<file path="src/rtl/trap_pkg.sv">
package trap_pkg;
  localparam int CODE_W = 6;
  localparam int SUB_W  = 2;

  localparam logic [CODE_W-1:0] C_INT     = 6'h00;
  localparam logic [CODE_W-1:0] C_LD_INV  = 6'h01;
  localparam logic [CODE_W-1:0] C_ST_INV  = 6'h02;
  localparam logic [CODE_W-1:0] C_IF_INV  = 6'h03;
  localparam logic [CODE_W-1:0] C_MOD     = 6'h04;
  localparam logic [CODE_W-1:0] C_NO_RD   = 6'h05;
  localparam logic [CODE_W-1:0] C_NO_EX   = 6'h06;
  localparam logic [CODE_W-1:0] C_PG_PRIV = 6'h07;
  localparam logic [CODE_W-1:0] C_ADDR    = 6'h08;
  localparam logic [CODE_W-1:0] C_SYS     = 6'h0B;
  localparam logic [CODE_W-1:0] C_BRK     = 6'h0C;
  localparam logic [CODE_W-1:0] C_ILL     = 6'h0D;
  localparam logic [CODE_W-1:0] C_IPRIV   = 6'h0E;
  localparam logic [CODE_W-1:0] C_FP_OFF  = 6'h0F;
  localparam logic [CODE_W-1:0] C_BOUND   = 6'h10;
  localparam logic [CODE_W-1:0] C_FP_EXC  = 6'h12;
  localparam logic [CODE_W-1:0] C_DBG     = 6'h3F;

  typedef enum logic [1:0] {
    PATH_NONE,
    PATH_NORMAL,
    PATH_REFILL,
    PATH_DEBUG
  } path_e;

  typedef struct packed {
    logic ok;
    logic is_dbg;
    logic bad_addr;
    logic bad_insn;
  } cls_t;
endpackage

</file>
<file path="src/rtl/trap_classify.sv">
module trap_classify
  import trap_pkg::*;
(
  input  logic [CODE_W-1:0] major,
  input  logic [SUB_W-1:0]  sub,
  output cls_t              cls
);
  logic sub_zero;

  assign sub_zero = (sub == '0);

  always_comb begin
    cls = '0;
    case (major)
      C_LD_INV, C_ST_INV, C_MOD, C_NO_RD, C_NO_EX, C_PG_PRIV: begin
        cls.ok       = sub_zero;
        cls.bad_insn = 1'b1;
      end
      C_IF_INV: begin
        cls.ok = sub_zero;
      end
      C_ADDR: begin
        cls.ok       = (sub <= SUB_W'(1));
        cls.bad_insn = sub[0];
      end
      C_SYS, C_BRK, C_ILL, C_IPRIV, C_FP_OFF, C_FP_EXC, C_BOUND: begin
        cls.ok       = sub_zero;
        cls.bad_addr = 1'b1;
        cls.bad_insn = 1'b1;
      end
      C_DBG: begin
        cls.ok     = sub_zero;
        cls.is_dbg = 1'b1;
      end
      default: cls = '0;
    endcase
  end
endmodule

</file>
<file path="src/rtl/trap_irq_sel.sv">
module trap_irq_sel #(
  parameter int N     = 13,
  parameter int IDX_W = 4
) (
  input  logic [N-1:0]     pend,
  output logic             any,
  output logic [IDX_W-1:0] idx
);
  always_comb begin
    any = |pend;
    idx = '0;
    // ascending scan: the last set bit seen is the highest-numbered one
    for (int i = 0; i < N; i++) begin
      if (pend[i]) idx = IDX_W'(i);
    end
  end
endmodule

</file>
<file path="src/rtl/trap_vec_calc.sv">
module trap_vec_calc #(
  parameter int XLEN     = 32,
  parameter int VS_W     = 3,
  parameter int CODE_W   = 6,
  parameter int IDX_W    = 4,
  parameter int INT_BASE = 64
) (
  input  logic [XLEN-1:0]   base,
  input  logic [VS_W-1:0]   vs,
  input  logic              is_irq,
  input  logic [CODE_W-1:0] code,
  input  logic [IDX_W-1:0]  idx,
  output logic [XLEN-1:0]   addr
);
  localparam int NUM_W = $clog2(INT_BASE + (1 << IDX_W)) + 1;

  logic [NUM_W-1:0] num;
  logic [XLEN-1:0]  offs;

  always_comb begin
    num = is_irq ? (NUM_W'(INT_BASE) + NUM_W'(idx)) : NUM_W'(code);
    if (vs == '0) offs = '0;
    else          offs = XLEN'(num) << (XLEN'(vs) + XLEN'(2));
    addr = base + offs;
  end
endmodule

</file>
<file path="src/rtl/trap_entry_unit.sv">
module trap_entry_unit
  import trap_pkg::*;
#(
  parameter int              XLEN       = 32,
  parameter int              INSN_W     = 32,
  parameter int              NUM_IRQ    = 13,
  parameter int              VS_W       = 3,
  parameter int              INT_BASE   = 64,
  parameter logic [XLEN-1:0] RESET_PC   = 32'h1C00_0000,
  parameter logic [XLEN-1:0] DBG_OFFSET = 32'h0000_0480,
  parameter logic [5:0]      DBG_CODE   = 6'h0C
) (
  input  logic                clk,
  input  logic                rst,
  input  logic [NUM_IRQ-1:0]  irq_in,
  input  logic                exc_valid,
  input  logic [5:0]          exc_major,
  input  logic [1:0]          exc_sub,
  input  logic                exc_refill,
  input  logic [XLEN-1:0]     cur_pc,
  input  logic [INSN_W-1:0]   fault_insn,
  input  logic [XLEN-1:0]     entry_base,
  input  logic [XLEN-1:0]     refill_base,
  input  logic                ctl_wr,
  input  logic [1:0]          ctl_plv,
  input  logic                ctl_ie,
  input  logic [VS_W-1:0]     ctl_vs,
  input  logic [NUM_IRQ-1:0]  ctl_lie,
  output logic                redirect_valid,
  output logic [XLEN-1:0]     redirect_pc,
  output logic                req_error,
  output logic [1:0]          mode_plv,
  output logic                mode_ie,
  output logic                mode_da,
  output logic                mode_pg,
  output logic [1:0]          mode_datf,
  output logic [1:0]          mode_datm,
  output logic [VS_W-1:0]     vec_size,
  output logic [NUM_IRQ-1:0]  irq_mask,
  output logic [NUM_IRQ-1:0]  irq_status,
  output logic [1:0]          save_plv,
  output logic                save_ie,
  output logic [5:0]          cause_major,
  output logic [1:0]          cause_sub,
  output logic [XLEN-1:0]     ret_pc,
  output logic [XLEN-1:0]     bad_addr,
  output logic [INSN_W-1:0]   bad_insn,
  output logic [1:0]          rf_save_plv,
  output logic                rf_save_ie,
  output logic [XLEN-3:0]     rf_ret_pc,
  output logic                rf_active,
  output logic                dbg_active,
  output logic                dbg_cause,
  output logic                dbg_irq,
  output logic [5:0]          dbg_code,
  output logic [XLEN-1:0]     dbg_ret_pc
);
  localparam int IDX_W = (NUM_IRQ > 1) ? $clog2(NUM_IRQ) : 1;

  logic [NUM_IRQ-1:0] pend;
  logic               pend_any;
  logic [IDX_W-1:0]   pend_idx;
  cls_t               cls;
  logic               irq_ok;
  logic               take_irq;
  logic               reject;
  path_e              path;
  logic [XLEN-1:0]    vec_addr;
  logic [XLEN-1:0]    next_pc;

  assign pend = irq_status & irq_mask;

  trap_irq_sel #(.N(NUM_IRQ), .IDX_W(IDX_W)) u_sel (
    .pend (pend),
    .any  (pend_any),
    .idx  (pend_idx)
  );

  trap_classify u_cls (
    .major (exc_major),
    .sub   (exc_sub),
    .cls   (cls)
  );

  // an interrupt needs the global enable; debug mode reroutes it
  assign irq_ok   = mode_ie && pend_any;
  assign take_irq = !exc_valid && irq_ok;

  always_comb begin
    path   = PATH_NONE;
    reject = 1'b0;
    if (exc_valid) begin
      if (!cls.ok)         reject = 1'b1;
      else if (cls.is_dbg) path   = PATH_DEBUG;
      else if (exc_refill) path   = PATH_REFILL;
      else                 path   = PATH_NORMAL;
    end else if (irq_ok) begin
      path = dbg_active ? PATH_DEBUG : PATH_NORMAL;
    end
  end

  trap_vec_calc #(
    .XLEN(XLEN), .VS_W(VS_W), .CODE_W(CODE_W), .IDX_W(IDX_W), .INT_BASE(INT_BASE)
  ) u_vec (
    .base   (entry_base),
    .vs     (vec_size),
    .is_irq (take_irq),
    .code   (exc_major),
    .idx    (pend_idx),
    .addr   (vec_addr)
  );

  always_comb begin
    case (path)
      PATH_NORMAL: next_pc = vec_addr;
      PATH_REFILL: next_pc = refill_base;
      PATH_DEBUG:  next_pc = entry_base + DBG_OFFSET;
      default:     next_pc = redirect_pc;
    endcase
  end

  always_ff @(posedge clk) begin
    if (rst) begin
      redirect_valid <= 1'b0;
      redirect_pc    <= RESET_PC;
      req_error      <= 1'b0;
      mode_plv       <= 2'd0;
      mode_ie        <= 1'b0;
      mode_da        <= 1'b1;
      mode_pg        <= 1'b0;
      mode_datf      <= 2'd1;
      mode_datm      <= 2'd1;
      vec_size       <= '0;
      irq_mask       <= '0;
      irq_status     <= '0;
      save_plv       <= 2'd0;
      save_ie        <= 1'b0;
      cause_major    <= '0;
      cause_sub      <= '0;
      ret_pc         <= '0;
      bad_addr       <= '0;
      bad_insn       <= '0;
      rf_save_plv    <= 2'd0;
      rf_save_ie     <= 1'b0;
      rf_ret_pc      <= '0;
      rf_active      <= 1'b0;
      dbg_active     <= 1'b0;
      dbg_cause      <= 1'b0;
      dbg_irq        <= 1'b0;
      dbg_code       <= '0;
      dbg_ret_pc     <= '0;
    end else begin
      irq_status     <= irq_in;
      req_error      <= reject;
      redirect_valid <= (path != PATH_NONE);
      redirect_pc    <= next_pc;

      if (ctl_wr) begin
        mode_plv <= ctl_plv;
        mode_ie  <= ctl_ie;
        vec_size <= ctl_vs;
        irq_mask <= ctl_lie;
      end

      if (exc_valid && cls.ok && !cls.is_dbg) begin
        if (cls.bad_addr) bad_addr <= cur_pc;
        if (cls.bad_insn) bad_insn <= fault_insn;
      end

      case (path)
        PATH_NORMAL: begin
          save_plv    <= mode_plv;
          save_ie     <= mode_ie;
          cause_major <= take_irq ? C_INT : exc_major;
          cause_sub   <= take_irq ? '0 : exc_sub;
          ret_pc      <= cur_pc;
        end
        PATH_REFILL: begin
          rf_save_plv <= mode_plv;
          rf_save_ie  <= mode_ie;
          rf_ret_pc   <= cur_pc[XLEN-1:2];
          rf_active   <= 1'b1;
          mode_da     <= 1'b1;
          mode_pg     <= 1'b0;
        end
        PATH_DEBUG: begin
          dbg_ret_pc <= cur_pc;
          dbg_active <= 1'b1;
          if (take_irq) begin
            dbg_irq <= 1'b1;
          end else begin
            dbg_cause <= 1'b1;
            dbg_code  <= DBG_CODE;
          end
        end
        default: ;
      endcase

      if (path != PATH_NONE) begin
        mode_plv <= 2'd0;
        mode_ie  <= 1'b0;
      end
    end
  end

  // any entry leaves privilege and enable at zero
  a_r8_entry_clears_mode: assert property (@(posedge clk) disable iff (rst)
    redirect_valid |-> (mode_plv == 2'd0) && !mode_ie);

  // without the enable and without an exception there is no entry
  a_r1_irq_needs_enable: assert property (@(posedge clk) disable iff (rst)
    (!$past(mode_ie) && !$past(exc_valid)) |-> !redirect_valid);

  // selected vector is the top pending bit
  a_r3_top_bit: assert property (@(posedge clk) disable iff (rst)
    pend_any |-> ((pend >> pend_idx) == NUM_IRQ'(1)));

  // a rejected request redirects nothing and keeps the return address
  a_r13_error_quiet: assert property (@(posedge clk) disable iff (rst)
    req_error |-> !redirect_valid && $stable(ret_pc));

  // debug mode is entered at the fixed debug offset
  a_r9_debug_target: assert property (@(posedge clk) disable iff (rst)
    $rose(dbg_active) |-> redirect_valid && (redirect_pc == $past(entry_base) + DBG_OFFSET));

  // refill entry forces direct addressing and the refill target
  a_r7_refill_mode: assert property (@(posedge clk) disable iff (rst)
    $rose(rf_active) |-> mode_da && !mode_pg && (redirect_pc == $past(refill_base)));
endmodule

</file>
<file path="config.mk">
export PLATFORM = sky130hd
export DESIGN_NAME = trap_entry_unit
export DESIGN_NICKNAME = d
export VERILOG_FILES = /design/src/rtl/trap_pkg.sv /design/src/rtl/trap_classify.sv /design/src/rtl/trap_irq_sel.sv /design/src/rtl/trap_vec_calc.sv /design/src/rtl/trap_entry_unit.sv
export SDC_FILE = /design/constraint.sdc
export NUM_CORES = 1
export LEC_CHECK = 0
export ABC_CLOCK_PERIOD_IN_PS = 5500
export BUFFER_PORTS_ARGS = -buffer_cell sky130_fd_sc_hd__clkbuf_2
export CAP_MARGIN = 20
export CORE_AREA = 2 2 166 168
export CTS_BUF_LIST = sky130_fd_sc_hd__clkbuf_16
export DETAILED_ROUTE_END_ITERATION = 8
export DIE_AREA = 0 0 168 170
export PLACE_DENSITY = 0.72
export SYNTH_ARGS = -nofsm -noshare
export SYNTH_HDL_FRONTEND = slang
export SYNTH_SLANG_ARGS = --single-unit
export TNS_END_PERCENT = 30
</file>
<file path="constraint.sdc">
create_clock -name clk -period 5.5 [get_ports clk]
set_clock_uncertainty 0.15 [all_clocks]
set_input_delay 1.1 -clock clk [delete_from_list [all_inputs] [get_ports clk]]
set_output_delay 1.1 -clock clk [all_outputs]
set_load 0.05 [all_outputs]
</file>
# Yosys cells after proc, flatten, opt, wreduce, memory -nomap -nowiden
# Index checks and enable logic that the tools add are counted.
# totals
ff_bits	243
inputBits	173
wordCells	100
# op_classes
addsub	4
magnitude_cmp	1
eq_ne	19
shifts	1
n_mux	28
bitwise_logic	3
n_reduce_logical	20
# ops
op	count
32-bit case mux with 3 select lines	1
6-bit by 4-bit equality test with 1-bit output (second input constant)	6
32-bit by 11-bit adder with 32-bit output (second input constant)	1
32-bit adder	1
32-bit 2-to-1 mux	1
8-bit by 32-bit << shifter with 32-bit output	1
13-bit OR reduction	2
6-bit by 3-bit equality test with 1-bit output (second input constant)	4
4-bit 2-to-1 mux	5
2-bit 2-to-1 mux	9
15-bit OR reduction	1
13-bit bitwise AND	1
6-bit by 2-bit equality test with 1-bit output (second input constant)	2
6-bit by 5-bit equality test with 1-bit output (second input constant)	2
3-bit 2-to-1 mux	4
7-bit by 4-bit adder with 8-bit output (first input constant)	1
8-bit 2-to-1 mux	1
2-bit AND reduction	4
7-bit OR reduction	1
6-bit by 1-bit equality test with 1-bit output (second input constant)	1
6-bit equality test (second input constant)	1
6-bit 2-to-1 mux	1
3-bit by 2-bit adder with 4-bit output (second input constant)	1
2-bit equality test (second input constant)	2
12 further kinds	22

# Logic depth before layout (Yosys ltp)
# logic_depth
depth_word	19
depth_mapped	19
ltp_nobuf	18

# By module
# A second synthesis with hierarchy kept.
# hier_totals
cells_unflattened	1451
area_unflattened_um2	11367.2
# by_module_without_submodules
mod	n_inst	cells_each	area_per_inst_um2
trap_entry_unit	1	1135	9258.9
trap_vec_calc	1	270	1836.8
trap_classify	1	24	150.1
trap_irq_sel	1	22	121.4

# Worst setup path after synthesis
# Ideal clock, no wire load.
# synth_path
path_type	in2reg
start	input port exc_valid
end	register redirect_pc[31]
setup_time_ns	0.125
t_arrival_ns	4.541
required_ns	5.225
slack_ns	0.684
cell_stages	16
cell_sequence	nand2b_1 -> a31oi_1 -> nor2_2 -> buf_6 -> mux4_2 -> and2_1 -> a31o_1 -> nor2_1 -> ha_1 -> a21oi_1 -> o21ai_0 -> a221oi_1 -> a31oi_1 -> a31oi_1 -> nor4b_1 -> nor3_1
# synth_via
elab_chain_cells	7
# synth_rtl
element	line	source
start, declared	trap_entry_unit.sv:16	input logic exc_valid,
1-bit zero test	trap_entry_unit.sv:87	assign take_irq = !exc_valid && irq_ok;
1-bit logical AND	trap_entry_unit.sv:87	
8-bit 2-to-1 mux	trap_vec_calc.sv:21	num = is_irq ? (NUM_W'(INT_BASE) + NUM_W'(idx)) : NUM_W'(code);
8-bit by 32-bit << shifter with 32-bit output	trap_vec_calc.sv:23	else offs = XLEN'(num) << (XLEN'(vs) + XLEN'(2));
32-bit 2-to-1 mux	trap_vec_calc.sv:22	if (vs == '0) offs = '0;
32-bit adder	trap_vec_calc.sv:24	addr = base + offs;
32-bit case mux with 3 select lines	trap_entry_unit.sv:114	case (path)
end signal, assigned	trap_entry_unit.sv:156	redirect_pc <= next_pc;
end, declared	trap_entry_unit.sv:30	output logic [XLEN-1:0] redirect_pc,
# Several ways; a longest one is shown, not always the timed one.
# A chain may end at the register's enable or synchronous reset.

# Worst setup path after layout
# Ends and elaborated chain as after synthesis.

==> results.md <==
- The number of setup buffers added after CTS is 0.
- The type of the most critical hold path is reg -> reg.
- The count of max-cap constraint violations is 0.
- The overall routed net length is around 40000 µm.
- The number of antenna-violating nets in the routed design is 0.
- The initial core utilization is between 40 and 50%.
- The most used flip-flop cell after synthesis is sky130_fd_sc_hd__dfxtp_1.
- In this run the worst path has a maximum fanout of 10.
- For this run, design rule violations remaining after detail routing come to 0.
- The post-place instance area is approximately 14000 µm².
- Global routing finished with a remaining overflow of 0.
- The highest clock frequency the design can meet is 0.1996 GHz.
- The post-synthesis async set-or-reset flop share is 0%.
- Relative to the synthesized area, the layout overhead comes to 26.06%.
- The areal power density over the cells is 291.6 nW/µm².
- By area, the combinational part of the netlist is dominated by simple AND/OR/NAND/NOR gates.
- The overall fraction of global-route tracks in use is between 20% and 30%.
- The number of standard cells after synthesis is between 1000 and 1500.
- Detailed placement ended at an HPWL of 29560 µm.
- The die is about 170 µm wide.
- Across all setup checks in the final design, the least slack found is 0.4889 ns.
- The buffer depth of the longest clock path is 3.
- Setup violations remaining at the end of the flow were counted as 0.
- The standby leakage power is 6.625 nW.
- In the final design database the tool counted ~2000 nets.
- The power spent charging and discharging nets is approximately 1.2 mW.
- The slew at the pin closest to its max-slew limit is between 0.9 and 1 ns.
- The total CTS buffers is 27.
- The total count of max-transition violations in the final report came to 0.
- The design area is roughly 15000 µm².
- Of the synthesized area, sequential elements account for roughly two fifths.
- The xor and xnor fraction of the mapped netlist area is ~2.3%.
- The multiplexer share of the synthesized area is 7.897%.
- The overall die area is roughly 29000 µm².
- At the worst endpoint, the required time is 5.76 ns.
- Data arrives at the worst endpoint at roughly 5.3 ns.
- The maximum number of pins on one net before global-route repair is around 190.
- After clock tree synthesis, the repair step resized 0 gates.
- The cell sitting at the root of the clock tree is a sky130_fd_sc_hd__clkbuf_16.
- The total number of clock tree sinks is about 240.
- The initial DRC count is 800.
- STA classifies the critical path startpoint as a primary input.
- The fill cell total of the finished layout is 2501.
- For this run, the detailed router's first-pass iteration total came to 5.
- The count of unique library cells instantiated by Yosys is 87.
- During I/O placement, the number of pins put on the boundary was between 400 and 500.
- The normalized max-slew margin is 37.55%.
- The via count of the first global-routing pass is ~11000.
- Of the total power, combinational logic draws 15.7%.
- The number of hold buffers added after cts is 0.
- The number of synthesis warnings is 0.
- In this run switching power makes up 28.54% of total power.
- The number of H-tree branching levels is 1.
- For this block, the via count after detailed routing is about 12000.
- The run finished with clean final reports.
- The fraction of power consumed by sequential logic is between 40% and 50%.
- Measured along the y axis, the die boundary spans between 150 and 200 µm.
- The share of synthesized cell area in full adder, half adder and majority cells is about 2.7%.
- TritonCTS built the clock tree.
- The maximum vdd drop is about 0.21 mV.
- The cell area that synthesis handed to floorplanning was ~12000 µm².
- Across the whole layout, storage elements account for around 4800 µm².
- Prior to clock tree synthesis, the placed netlist has a worst setup slack of roughly 0.029 ns.
- Port buffering added around 420 buffers.
- The flip-flop and latch count after synthesis is 242.
- The setup path with the least slack is of type in -> reg.
- The synthesized area per cell is between 8 and 9 µm².
- The first global-routing pass estimated approximately 62000 µm of wire.
- The share of the clock period used by the worst path after layout is around nine tenths.
- The clock transition at the register clock pins on the worst setup and hold paths after CTS is roughly 0.06 ns.
- The wire length per cell is 18.68 µm.
- The worst path needs approximately 5.0 ns of the cycle, external delays included.
- The number of antenna violations at the first check in global routing is 1.
- The number of endpoints with negative hold slack in the final report is 0.
- The worst setup path is captured at a flop.
- The share of cells above drive strength 1 is between 20% and 30%.
- Setup repair after global routing left no endpoint under its margin.
- The area of combinational cells with multiple inputs is around 6300 µm².
- Internal power comes to ~3.1 mW.
- Routability-driven placement finished with a final weighted congestion of between 0.8 and 0.9.
- Adding up every negative setup slack in the final design gives 0 ns.
- The total area inside the core boundary comes to ~27000 µm².
- Counting flops with a built-in enable in the synthesized netlist gives 0.
- The insertion delay of the later-clocked pin in the worst-skew pair is 0.52 ns.
- The fraction of the mapped netlist area in simple logic gates is between 20% and 30%.
- Summing the areas of all compound-gate instances in the mapped netlist gives about a fifth of the synthesized area.
- The share of total power in the clock network is 41.9%.
- The floorplan row count is 60.
- After detailed routing, the number of vias per cell comes to ~5.5.
## per-stage QoR
stage	hold slack (ns)	util, %	cells	power, mW
detailed placement	0.2956	52.21	2118	2.540
floorplan	0.5174	-	1448	2.322
finish	0.3037	55.53	2167	4.315
global placement	0.2874	52.21	2118	2.537
global route	0.3226	55.53	2167	4.463
CTS	0.3036	55.52	2166	4.346
## logic make-up after synthesis
family / count (synthesis)
DFF: 242
other: 2
buffers and inverters: 121
and+or+nand+nor: 582
muxes: 91
AOI/OAI and AO/OA: 346
adders and majority gates: 25
xor gates and xnor gates: 31
## power by group through the flow
stage	Combinational [mW]	Sequential (mW)	Clock, mW
floorplan	0.315	2.01	0
global placement	0.669	1.87	0
detailed placement	0.671	1.87	0
CTS	0.674	1.83	1.84
global route	0.727	1.84	1.90
finish	0.678	1.83	1.81
## cell usage after synthesis (all sizes together), types with 5 or more instances
cell / number / share of area, %
or2: 6 / 0.32
a211oi: 21 / 1.4
ha: 24 / 2.6
buf: 60 / 3.2
xnor2: 19 / 1.4
nand4: 14 / 0.75
and2: 8 / 0.43
a31oi: 10 / 0.53
nor3: 33 / 1.4
a221o: 6 / 0.51
a21o: 6 / 0.38
a21oi: 159 / 6.9
clkbuf: 45 / 1.4
and3: 11 / 0.59
xor2: 12 / 0.90
a221oi: 9 / 0.72
nand2: 267 / 8.6
inv: 16 / 0.51
o21a: 6 / 0.39
or3: 5 / 0.27
a22o: 6 / 0.52
nor2b: 17 / 0.91
nor4: 8 / 0.48
a31o: 5 / 0.37
nand3: 25 / 1.1
o21bai: 5 / 0.32
dfxtp: 242 / 41
o211ai: 6 / 0.38
o22ai: 5 / 0.27
a22oi: 14 / 1.1
o21ai: 49 / 2.1
nor2: 169 / 5.6
mux2i: 87 / 7.4
and4: 5 / 0.37
## placed cells by master, fill, tap and decap left out, drive strengths merged, types with 5 or more instances in the layout
cell type	synthesis	final
nor2	169	169
a221oi	9	9
buf	60	19
o211ai	6	6
and4	5	5
dfxtp	242	242
a221o	6	6
nor3	33	33
a31o	5	5
or2	6	6
xor2	12	12
clkinv	0	14
xnor2	19	19
o21bai	5	5
nor2b	17	17
a31oi	10	10
nand3	25	25
a21oi	159	159
o21ai	49	49
and3	11	11
a22oi	14	14
inv	16	19
nand4	14	14
o21a	6	6
conb	2	10
mux2i	87	87
a21o	6	6
o22ai	5	5
ha	24	24
a211oi	21	21
nor4	8	8
clkbuf	45	442
a22o	6	6
or3	5	5
and2	8	8
nand2	267	267
## sequential cells by signal, summed over array words and instances, names as in the netlist, 13 cells and up
register     count
bad_insn        32
irq_mask        13
bad_addr        32
dbg_ret_pc      32
redirect_pc     32
rf_ret_pc       30
irq_status      13
ret_pc          32
## routing by layer
metal  part of all wire (%)  vias up  GRT usage [%]  wire, µm
met5                      0        -              0         0
met4                    3.6        0          9.641      1467
met3                    6.8       93          4.744      2761
met2                     48      532          47.13     19340
met1                     42     5608          33.42     16910
li1                       -     5764              -         -
## path summary, 6_finish.rpt
| check | from | endpoint | slack, ns | cells after the start |
|---|---|---|---|---|
| setup reg to reg | irq_status[4] | redirect_pc[31] | 0.57 | 16 |
| hold reg to reg | ret_pc[20] | ret_pc[20] | 0.30 | 2 |
| hold / removal | ret_pc[20] | ret_pc[20] | 0.30 | 2 |
| setup / recovery | exc_valid | redirect_pc[31] | 0.49 | 17 |
## critical path, cell delays in order
cell	delay, ns
sky130_fd_sc_hd__clkbuf_2	0.09
sky130_fd_sc_hd__nand2b_1	0.20
sky130_fd_sc_hd__a31oi_1	0.13
sky130_fd_sc_hd__nor2_2	0.44
sky130_fd_sc_hd__nand2_1	0.15
sky130_fd_sc_hd__mux4_2	0.50
sky130_fd_sc_hd__and2_1	0.18
sky130_fd_sc_hd__a31o_1	0.19
sky130_fd_sc_hd__nor2_1	0.15
sky130_fd_sc_hd__ha_1	0.30
sky130_fd_sc_hd__a21oi_1	0.19
sky130_fd_sc_hd__o21ai_0	0.12
sky130_fd_sc_hd__a221oi_1	0.43
sky130_fd_sc_hd__a31oi_1	0.25
sky130_fd_sc_hd__a31oi_1	0.47
sky130_fd_sc_hd__nor4b_1	0.28
sky130_fd_sc_hd__nor3_1	0.09
## area by class of cell
| type | count | share of cell area, % |
|---|---|---|
| inverters | 16 | 0.4058 |
| clock inverters | 21 | 1.403 |
| multi-input cells | 1085 | 42.88 |
| repair buffers | 434 | 15.11 |
| flip-flops and latches | 242 | 32.74 |
| diodes | 1 | 0.01691 |
| well taps | 341 | 2.883 |
| clock buffers | 27 | 4.565 |
(Power assumes the default switching activity.)
